==> src/rtl/dma_seq_pkg.sv <==
package dma_seq_pkg;

  typedef enum logic [1:0] {
    XFER_DEMAND = 2'd0,
    XFER_SINGLE = 2'd1,
    XFER_BLOCK  = 2'd2,
    XFER_SINGLE_ALT = 2'd3
  } xferMode_e;

  localparam logic [1:0] SEL_ADDR  = 2'd0;
  localparam logic [1:0] SEL_COUNT = 2'd1;
  localparam logic [1:0] SEL_MODE  = 2'd2;

  localparam int MODE_W       = 6;
  localparam int MODE_BIT_DEC  = 2;
  localparam int MODE_BIT_AUTO = 3;
  localparam int MODE_BIT_MASK = 4;
  localparam int MODE_BIT_DIR  = 5;

  typedef struct packed {
    logic fire;
    logic endProc;
  } seqStrobe_t;

endpackage

==> src/rtl/dma_seq_dp.sv <==
module dma_seq_dp
  import dma_seq_pkg::*;
#(
  parameter int ADDR_W = 16,
  parameter int CNT_W  = 16,
  parameter int DATA_W = 16
) (
  input  logic              clk,
  input  logic              rstN,
  input  logic              wrEn,
  input  logic [1:0]        wrSel,
  input  logic [DATA_W-1:0] wrData,
  input  seqStrobe_t        st,
  output logic [ADDR_W-1:0] curAddr,
  output logic              countZero,
  output logic              masked,
  output xferMode_e         xferMode,
  output logic              dirRead
);

  logic [ADDR_W-1:0] baseAddr;
  logic [CNT_W-1:0]  baseCnt, curCnt;
  logic [MODE_W-1:0] modeReg;
  logic              addrDec, autoInit;
  logic [ADDR_W-1:0] nextAddr;

  always_comb begin
    xferMode  = xferMode_e'(modeReg[1:0]);
    addrDec   = modeReg[MODE_BIT_DEC];
    autoInit  = modeReg[MODE_BIT_AUTO];
    dirRead   = modeReg[MODE_BIT_DIR];
    countZero = (curCnt == '0);
    nextAddr  = addrDec ? curAddr - ADDR_W'(1) : curAddr + ADDR_W'(1);
  end

  always_ff @(posedge clk) begin
    if (!rstN) begin
      baseAddr <= '0;
      curAddr  <= '0;
      baseCnt  <= '0;
      curCnt   <= '0;
      modeReg  <= '0;
      masked   <= 1'b1;
    end else if (wrEn) begin
      case (wrSel)
        SEL_ADDR: begin
          baseAddr <= wrData[ADDR_W-1:0];
          curAddr  <= wrData[ADDR_W-1:0];
        end
        SEL_COUNT: begin
          baseCnt <= wrData[CNT_W-1:0];
          curCnt  <= wrData[CNT_W-1:0];
        end
        SEL_MODE: begin
          modeReg <= wrData[MODE_W-1:0];
          masked  <= wrData[MODE_BIT_MASK];
        end
        default: ;
      endcase
    end else if (st.fire) begin
      if (st.endProc && autoInit) begin
        curAddr <= baseAddr;
        curCnt  <= baseCnt;
      end else begin
        curAddr <= nextAddr;
        curCnt  <= curCnt - CNT_W'(1);
        if (st.endProc) masked <= 1'b1;
      end
    end
  end

  assert_count_step_R5: assert property (@(posedge clk) disable iff (!rstN)
    (st.fire && !st.endProc && !wrEn) |=> (curCnt == CNT_W'($past(curCnt) - CNT_W'(1))));

  assert_addr_step_R5: assert property (@(posedge clk) disable iff (!rstN)
    (st.fire && !st.endProc && !wrEn) |=>
      (curAddr == ($past(addrDec) ? ADDR_W'($past(curAddr) - ADDR_W'(1))
                                  : ADDR_W'($past(curAddr) + ADDR_W'(1)))));

  assert_reload_R11: assert property (@(posedge clk) disable iff (!rstN)
    (st.fire && st.endProc && autoInit && !wrEn) |=> (curAddr == baseAddr && curCnt == baseCnt));

  assert_self_mask_R11: assert property (@(posedge clk) disable iff (!rstN)
    (st.fire && st.endProc && !autoInit && !wrEn) |=> masked);

endmodule

==> src/rtl/dma_seq_ctrl.sv <==
module dma_seq_ctrl
  import dma_seq_pkg::*;
(
  input  logic       clk,
  input  logic       rstN,
  input  logic       dreq,
  input  logic       hack,
  input  logic       eopIn,
  input  logic       masked,
  input  logic       countZero,
  input  xferMode_e  xferMode,
  output logic       hreq,
  output logic       tc,
  output seqStrobe_t st
);

  typedef enum logic {S_IDLE, S_ACTIVE} seqState_e;
  seqState_e state, stateNext;
  logic isBlock, isSingle;

  always_comb begin
    isBlock    = (xferMode == XFER_BLOCK);
    isSingle   = (xferMode == XFER_SINGLE) || (xferMode == XFER_SINGLE_ALT);
    hreq       = (state == S_ACTIVE);
    st.fire    = hreq && hack && !masked && (isBlock || dreq);
    st.endProc = st.fire && (countZero || eopIn);
    tc         = st.fire && countZero;
  end

  always_comb begin
    stateNext = state;
    case (state)
      S_IDLE:   if (!masked && dreq) stateNext = S_ACTIVE;
      S_ACTIVE: begin
        if (masked)                            stateNext = S_IDLE;
        else if (st.fire && (st.endProc || isSingle)) stateNext = S_IDLE;
        else if (!isBlock && !dreq)            stateNext = S_IDLE;
      end
      default: stateNext = S_IDLE;
    endcase
  end

  always_ff @(posedge clk) begin
    if (!rstN) state <= S_IDLE;
    else       state <= stateNext;
  end

  assert_tc_pulse_R6: assert property (@(posedge clk) disable iff (!rstN)
    tc |=> !tc);

  assert_single_release_R7: assert property (@(posedge clk) disable iff (!rstN)
    (st.fire && isSingle) |=> !hreq);

  assert_mask_quiet_R3: assert property (@(posedge clk) disable iff (!rstN)
    (masked && !hreq) |=> !hreq);

  assert_eop_release_R10: assert property (@(posedge clk) disable iff (!rstN)
    st.endProc |=> !hreq);

endmodule

==> src/rtl/dma_chan_seq.sv <==
module dma_chan_seq
  import dma_seq_pkg::*;
#(
  parameter int ADDR_W = 16,
  parameter int CNT_W  = 16,
  parameter int DATA_W = 16
) (
  input  logic              clk,
  input  logic              rstN,
  input  logic              wrEn,
  input  logic [1:0]        wrSel,
  input  logic [DATA_W-1:0] wrData,
  input  logic              dreq,
  output logic              dack,
  output logic              hreq,
  input  logic              hack,
  input  logic              eopIn,
  output logic [ADDR_W-1:0] addr,
  output logic              memRd,
  output logic              memWr,
  output logic              ioRd,
  output logic              ioWr,
  output logic              tc
);

  seqStrobe_t st;
  logic       countZero, masked, dirRead;
  xferMode_e  xferMode;

  dma_seq_ctrl u_ctrl (
    .clk(clk), .rstN(rstN), .dreq(dreq), .hack(hack), .eopIn(eopIn),
    .masked(masked), .countZero(countZero), .xferMode(xferMode),
    .hreq(hreq), .tc(tc), .st(st)
  );

  dma_seq_dp #(.ADDR_W(ADDR_W), .CNT_W(CNT_W), .DATA_W(DATA_W)) u_dp (
    .clk(clk), .rstN(rstN), .wrEn(wrEn), .wrSel(wrSel), .wrData(wrData),
    .st(st), .curAddr(addr), .countZero(countZero), .masked(masked),
    .xferMode(xferMode), .dirRead(dirRead)
  );

  always_comb begin
    dack  = st.fire;
    memRd = st.fire && dirRead;
    ioWr  = st.fire && dirRead;
    memWr = st.fire && !dirRead;
    ioRd  = st.fire && !dirRead;
  end

  assert_strobe_needs_ack_R4: assert property (@(posedge clk) disable iff (!rstN)
    (memRd || memWr || ioRd || ioWr) |-> dack);

endmodule

==> config.mk <==
export PLATFORM = sky130hd
export DESIGN_NAME = dma_chan_seq
export DESIGN_NICKNAME = d
export VERILOG_FILES = /design/src/rtl/dma_seq_pkg.sv /design/src/rtl/dma_seq_dp.sv /design/src/rtl/dma_seq_ctrl.sv /design/src/rtl/dma_chan_seq.sv
export SDC_FILE = /design/constraint.sdc
export NUM_CORES = 1
export LEC_CHECK = 0
export CAP_MARGIN = 20
export CELL_PAD_IN_SITES_DETAIL_PLACEMENT = 0
export CELL_PAD_IN_SITES_GLOBAL_PLACEMENT = 2
export CORE_MARGIN = 1.5
export CORE_UTILIZATION = 34
export CTS_CLUSTER_SIZE = 40
export DETAILED_ROUTE_END_ITERATION = 6
export DONT_BUFFER_PORTS = 1
export HOLD_SLACK_MARGIN = 0.02
export PLACE_DENSITY_LB_ADDON = 0.1
export SKIP_CTS_REPAIR_TIMING = 1
export SYNTH_ARGS = -nofsm -noshare
export SYNTH_HDL_FRONTEND = slang
export SYNTH_SLANG_ARGS = --single-unit
==> constraint.sdc <==
create_clock -name clk -period 2.5 [get_ports clk]
set_clock_uncertainty 0.05 [all_clocks]
set_input_delay 0.5 -clock clk [delete_from_list [all_inputs] [get_ports clk]]
set_output_delay 0.5 -clock clk [all_outputs]
set_load 0.02 [all_outputs]
## Word level (Yosys, flattened, before mapping)

Cells that the tools add are included.

- Logic and storage cells: 68
- Register bits: 72
- Output and inout port bits: 23

- Add/sub/neg operators: 3
- Reductions and logical operators: 29
- Bitwise logic cells: 1
- Eq/ne operators: 9
- Muxes and demuxes: 19

Operators by type and width:

| cell | count |
|---|---|
| 16-bit two-way mux | 9 |
| 16-bit by 1-bit subtractor with 16-bit output, second input constant | 2 |
| 16-bit by 1-bit adder with 16-bit output, second input constant | 1 |
| 16-bit logical NOT | 1 |
| 1-bit logical AND | 11 |
| 2-bit AND reduction | 5 |
| 1-bit two-way mux | 9 |
| 2-bit == test, second input constant | 3 |
| 2-bit by 1-bit != test with 1-bit output, second input constant | 3 |
| 2-bit by 1-bit == test with 1-bit output, second input constant | 2 |
| 1-bit logical NOT | 4 |
| 1-bit logical OR | 4 |
| 4-bit AND reduction | 1 |
| 2-bit nonzero test | 2 |
| 2-bit logical NOT | 1 |
| 2-bit != test, second input constant | 1 |
| 1-bit case mux with 2 select lines | 1 |
| 1-bit inverter | 1 |

## Logic depth before layout (Yosys ltp)

- Depth in word-level cells: 9
- Mapped depth: 11
- Mapped depth without buffers: 9

## Hierarchy

From an unflattened synthesis, not the netlist that was laid out.

- Cell total of the unflattened synthesis: 534
- Area, all modules: 4200.3 um^2

Modules (own cells, without submodules):

| module | area each (um^2) | cells an instance | times used |
|---|---|---|---|
| dma_seq_dp | 4066.4 | 517 | 1 |
| dma_seq_ctrl | 102.6 | 13 | 1 |
| dma_chan_seq | 31.3 | 4 | 1 |

## Worst setup path before layout

No wires, ideal clock.

- Kind: flip-flop to flip-flop
- Start: register u_dp.modeReg[2]
- End: register u_dp.curAddr[15]
- Arrival: 2.400 ns
- Library setup time: 0.136 ns
- Cell stages (with the launch flop): 10
- Required time: 2.314 ns
- Setup slack: -0.085 ns
- Clock period less this slack: 2.585 ns
- Cell sequence: dfxtp_1 > ha_1 > clkbuf_1 > a21oi_1 > o21ai_1 > or3_1 > o22ai_1 > o21ai_0 > a2111oi_0 > a211oi_1

- Longest elaborated chain between the ends: 4

RTL lines:

| element | line | RTL |
|---|---|---|
| start: declaration | dma_seq_dp.sv:23 | `logic [MODE_W-1:0] modeReg;` |
| start signal: assignment | dma_seq_dp.sv:55 | `modeReg <= wrData[MODE_W-1:0];` |
| 16-bit two-way mux | dma_seq_dp.sv:33 | `nextAddr = addrDec ? curAddr - ADDR_W'(1) : curAddr + ADDR_W'(1);` |
| 16-bit two-way mux | dma_seq_dp.sv:61 | `if (st.endProc && autoInit) begin` |
| 16-bit two-way mux | dma_seq_dp.sv:60 | `end else if (st.fire) begin` |
| 16-bit two-way mux | dma_seq_dp.sv:44 | `end else if (wrEn) begin` |
| end signal: assignment | dma_seq_dp.sv:48 | `curAddr <= wrData[ADDR_W-1:0];` |
| end signal: assignment | dma_seq_dp.sv:62 | `curAddr <= baseAddr;` |
| end signal: assignment | dma_seq_dp.sv:65 | `curAddr <= nextAddr;` |
| end: declaration | dma_seq_dp.sv:14 | `output logic [ADDR_W-1:0] curAddr,` |

Every way passes these cells. The select of a mux whose other input is x is not followed.
A chain may end at the register's enable or synchronous reset.

## Final worst setup path

Ends and elaborated chain as after synthesis.

==> results.md <==
- Run status: completed
- Crit-path max FO: 11
- Synth cell types: 61
- Synth warnings: 0
- GRT Overall Usage: 0.212
- R2r endpoint: u_dp.curAddr[15]
- Largest area contributor in the netlist: dfxtp_1
- Utilization after layout: 0.405
- Number of CTS-inserted buffers: 9
- RSZ-0062 raised after global routing: false
- Total gr overflow: 0
- Synthesized instance count: 541
- DRC violations left: 0
- Worst-margin pin slew: 0.531 ns
- Synth-to-layout area growth: 15.4%
- Endpoint class of the critical path: register
- Hold-critical path endpoint: u_dp.masked
- CTS clk-pin slew, worst paths: 0.06 ns
- Post-synth top area share: 0.336
- Seq/Total Area, Yosys: 0.336
- Register-to-register setup slack: 0.07 ns
- Die X: 115 um
- Final Hold Viols: 0
- Most frequent cells after synthesis: nand2_1 (106), dfxtp_1 (71), a21oi_1 (44)
- Most common cell in the netlist: nand2_1
- Slew margin rel.: 0.645
- Hold Crit Depth: 1
- Clk root buf: clkbuf_16
- Post-Syn Area per Cell: 7.81 sq um
- ANT nets after route: 0
- Hold WC Path Type: in -> reg
- Final worst path period share: 0.971
- Ys async rst share: 0
- Initial Util: 0.351
- Crit-path cells: ha_1 > a21oi_1 > o21ai_1 > or3_1 > o22ai_2 > o21ai_0 > a2111oi_1 > a211oi_1
- # nets final: 592
- Worst-path cell with the longest stage delay: a2111oi_1
- Fin. max-slew vios: 0
- CTS max path bufs: 2
- Wire length per cell: 17.9 um
- Max incr delay on CP: 0.45 ns
- Post-Syn Area: 4230 sq um
- Post-DR vias/cell: 5.33
- DR pass1 iterations: 4
- CP startpoint kind: register
- Dominant synthesized flop cell: dfxtp_1
- CTS Sinks: 71
- Clock Latency Late Sink: 0.34 ns
- Initial antenna violation count: 0
- Vias: 3852
- Inserted Diodes: 0
- Tmin final: 2.43 ns
- Max Cap Viol: 0
- Cells after DPL: 708
- Fmax: 0.412 GHz
- Worst hold margin: 0.194 ns
- Post-synth EDFFs: 0
- Iteration-0 DRC Markers: 211
- R2R depth: 8
- Worst r2r src: u_dp.modeReg[2]
- Via count of the first global-routing pass: 3870
- Largest net degree at the start of global routing: 73
- Lkg Pwr: 0.00196 uW
- Synth Register Bits: 71
- Max IR drop VDD: 0.332 mV
- Placer congestion estimate: 0.846
- Syn_nets: 582
- CP arrival: 2.59 ns
- Final HPWL DP: 8.63 mm
- WL final: 12.9 mm
- Hold Startpoint: rstN
- Rows: 40
- H-tree levels: 3
- Cell Count, Final, Fillers Out: 723
- CTS tree: built
- Core area: 12100 sq um
- Die Height: 115 um
- I/O pins: 47
- Top post-synthesis cells by area: dfxtp_1 (34%), nand2_1 (9.4%), a21boi_0 (6.9%)
- Die area: 13100 sq um
- CP required: 2.66 ns
- I/O Buffers: 0
- Power Dens Cells: 592 nW/um^2
- Final setup viols: 0
- First-pass GRT wire length: 21.1 mm
- Crit path kind: reg -> reg
- Share of layout cells above drive strength 1: 0.132
cells by family (layout without fill, tap and decap cells):
group,Yosys count,in the layout,share of synthesized area
AND/OR/NAND/NOR,193,193,0.217
AO/OA/AOI/OAI,189,189,0.296
flip-flops,71,71,0.336
buffers and inverters,50,64,0.0553
XOR/XNOR,21,21,0.0435
adder cells (fa/ha/maj),17,17,0.0521
per-stage QoR:
step / worst slack [ns] / power (uW) / instance area, sq um / TNS [ns]
final: 0.0726 / 2890 / 4880 / 0
after global routing: 0.00233 / 3030 / 4880 / 0
after CTS: -0.0676 / 2920 / 4830 / -0.0676
after detailed placement: -0.0590 / 1630 / 4550 / -0.0590
after global placement: 0.0738 / 1630 / 4550 / 0
after floorplan: 0.0911 / 1550 / 4230 / 0
layout by cell type (no fill, tap or decap), types with 6 or more instances in the layout:
cell type / synthesis / layout
nor2_1: 35 / 35
inv_1: 11 / 11
nand3_1: 8 / 8
o221ai_1: 9 / 9
dfxtp_1: 71 / 70
nand3b_1: 8 / 8
o21ai_1: 14 / 16
xnor2_1: 15 / 15
o21ai_0: 30 / 28
a21oi_1: 44 / 42
a21boi_0: 39 / 39
ha_1: 16 / 16
nand2_1: 106 / 106
o211ai_1: 6 / 6
a211oi_1: 7 / 7
buf_4: 2 / 36
xor2_1: 6 / 6
clkbuf_16: 0 / 9
a31oi_1: 6 / 6
critical path: cells and delay by family (launching register included):
family	cells	cell delay, ns
AND/OR/NAND/NOR	1	0.33
adder cells (fa/ha/maj)	1	0.37
flip-flops	1	0.40
AO/OA/AOI/OAI	6	1.14
sequential cells by signal, indices dropped and copies added (netlist names):
name           flops
u_dp.curAddr      16
u_dp.baseAddr     16
u_dp.modeReg       5
u_ctrl.hreq        1
u_dp.masked        1
u_dp.curCnt       16
u_dp.baseCnt      16
area by class of cell:
cell class / instances / area (sq um)
fillers: 1294 / 7180
multi-input cells: 420 / 2620
flip-flops and latches: 71 / 1430
repair buffers: 38 / 302
clock buffers: 11 / 233
well taps: 168 / 210
clock inverters: 4 / 47.5
inverters: 11 / 41.3
power breakdown:
part           internal [uW]  switching [uW]
clock network            764             510
registers               1180            43.9
logic                    190             206
total                   2130             760
worst max-delay path by stage:
stage	to	depth (start not counted)	start
floorplan	u_dp.curAddr[15]	9	u_dp.modeReg[2]
global route	u_dp.curAddr[15]	8	u_dp.modeReg[2]
global placement	u_dp.curAddr[15]	8	u_dp.modeReg[2]
finish	u_dp.curAddr[15]	8	u_dp.modeReg[2]
CTS	u_dp.curAddr[15]	8	u_dp.modeReg[2]
detailed placement	u_dp.curAddr[15]	8	u_dp.modeReg[2]
metal layers:
metal | GRT usage | vias to the layer above | part of all wire
met4 | 0.0742 | 0 | 0.016
li1 | - | 1962 | -
met1 | 0.291 | 1816 | 0.51
met5 | 0 | - | 0
met2 | 0.325 | 63 | 0.43
met3 | 0.0508 | 11 | 0.048
(Power assumes the default switching activity.)
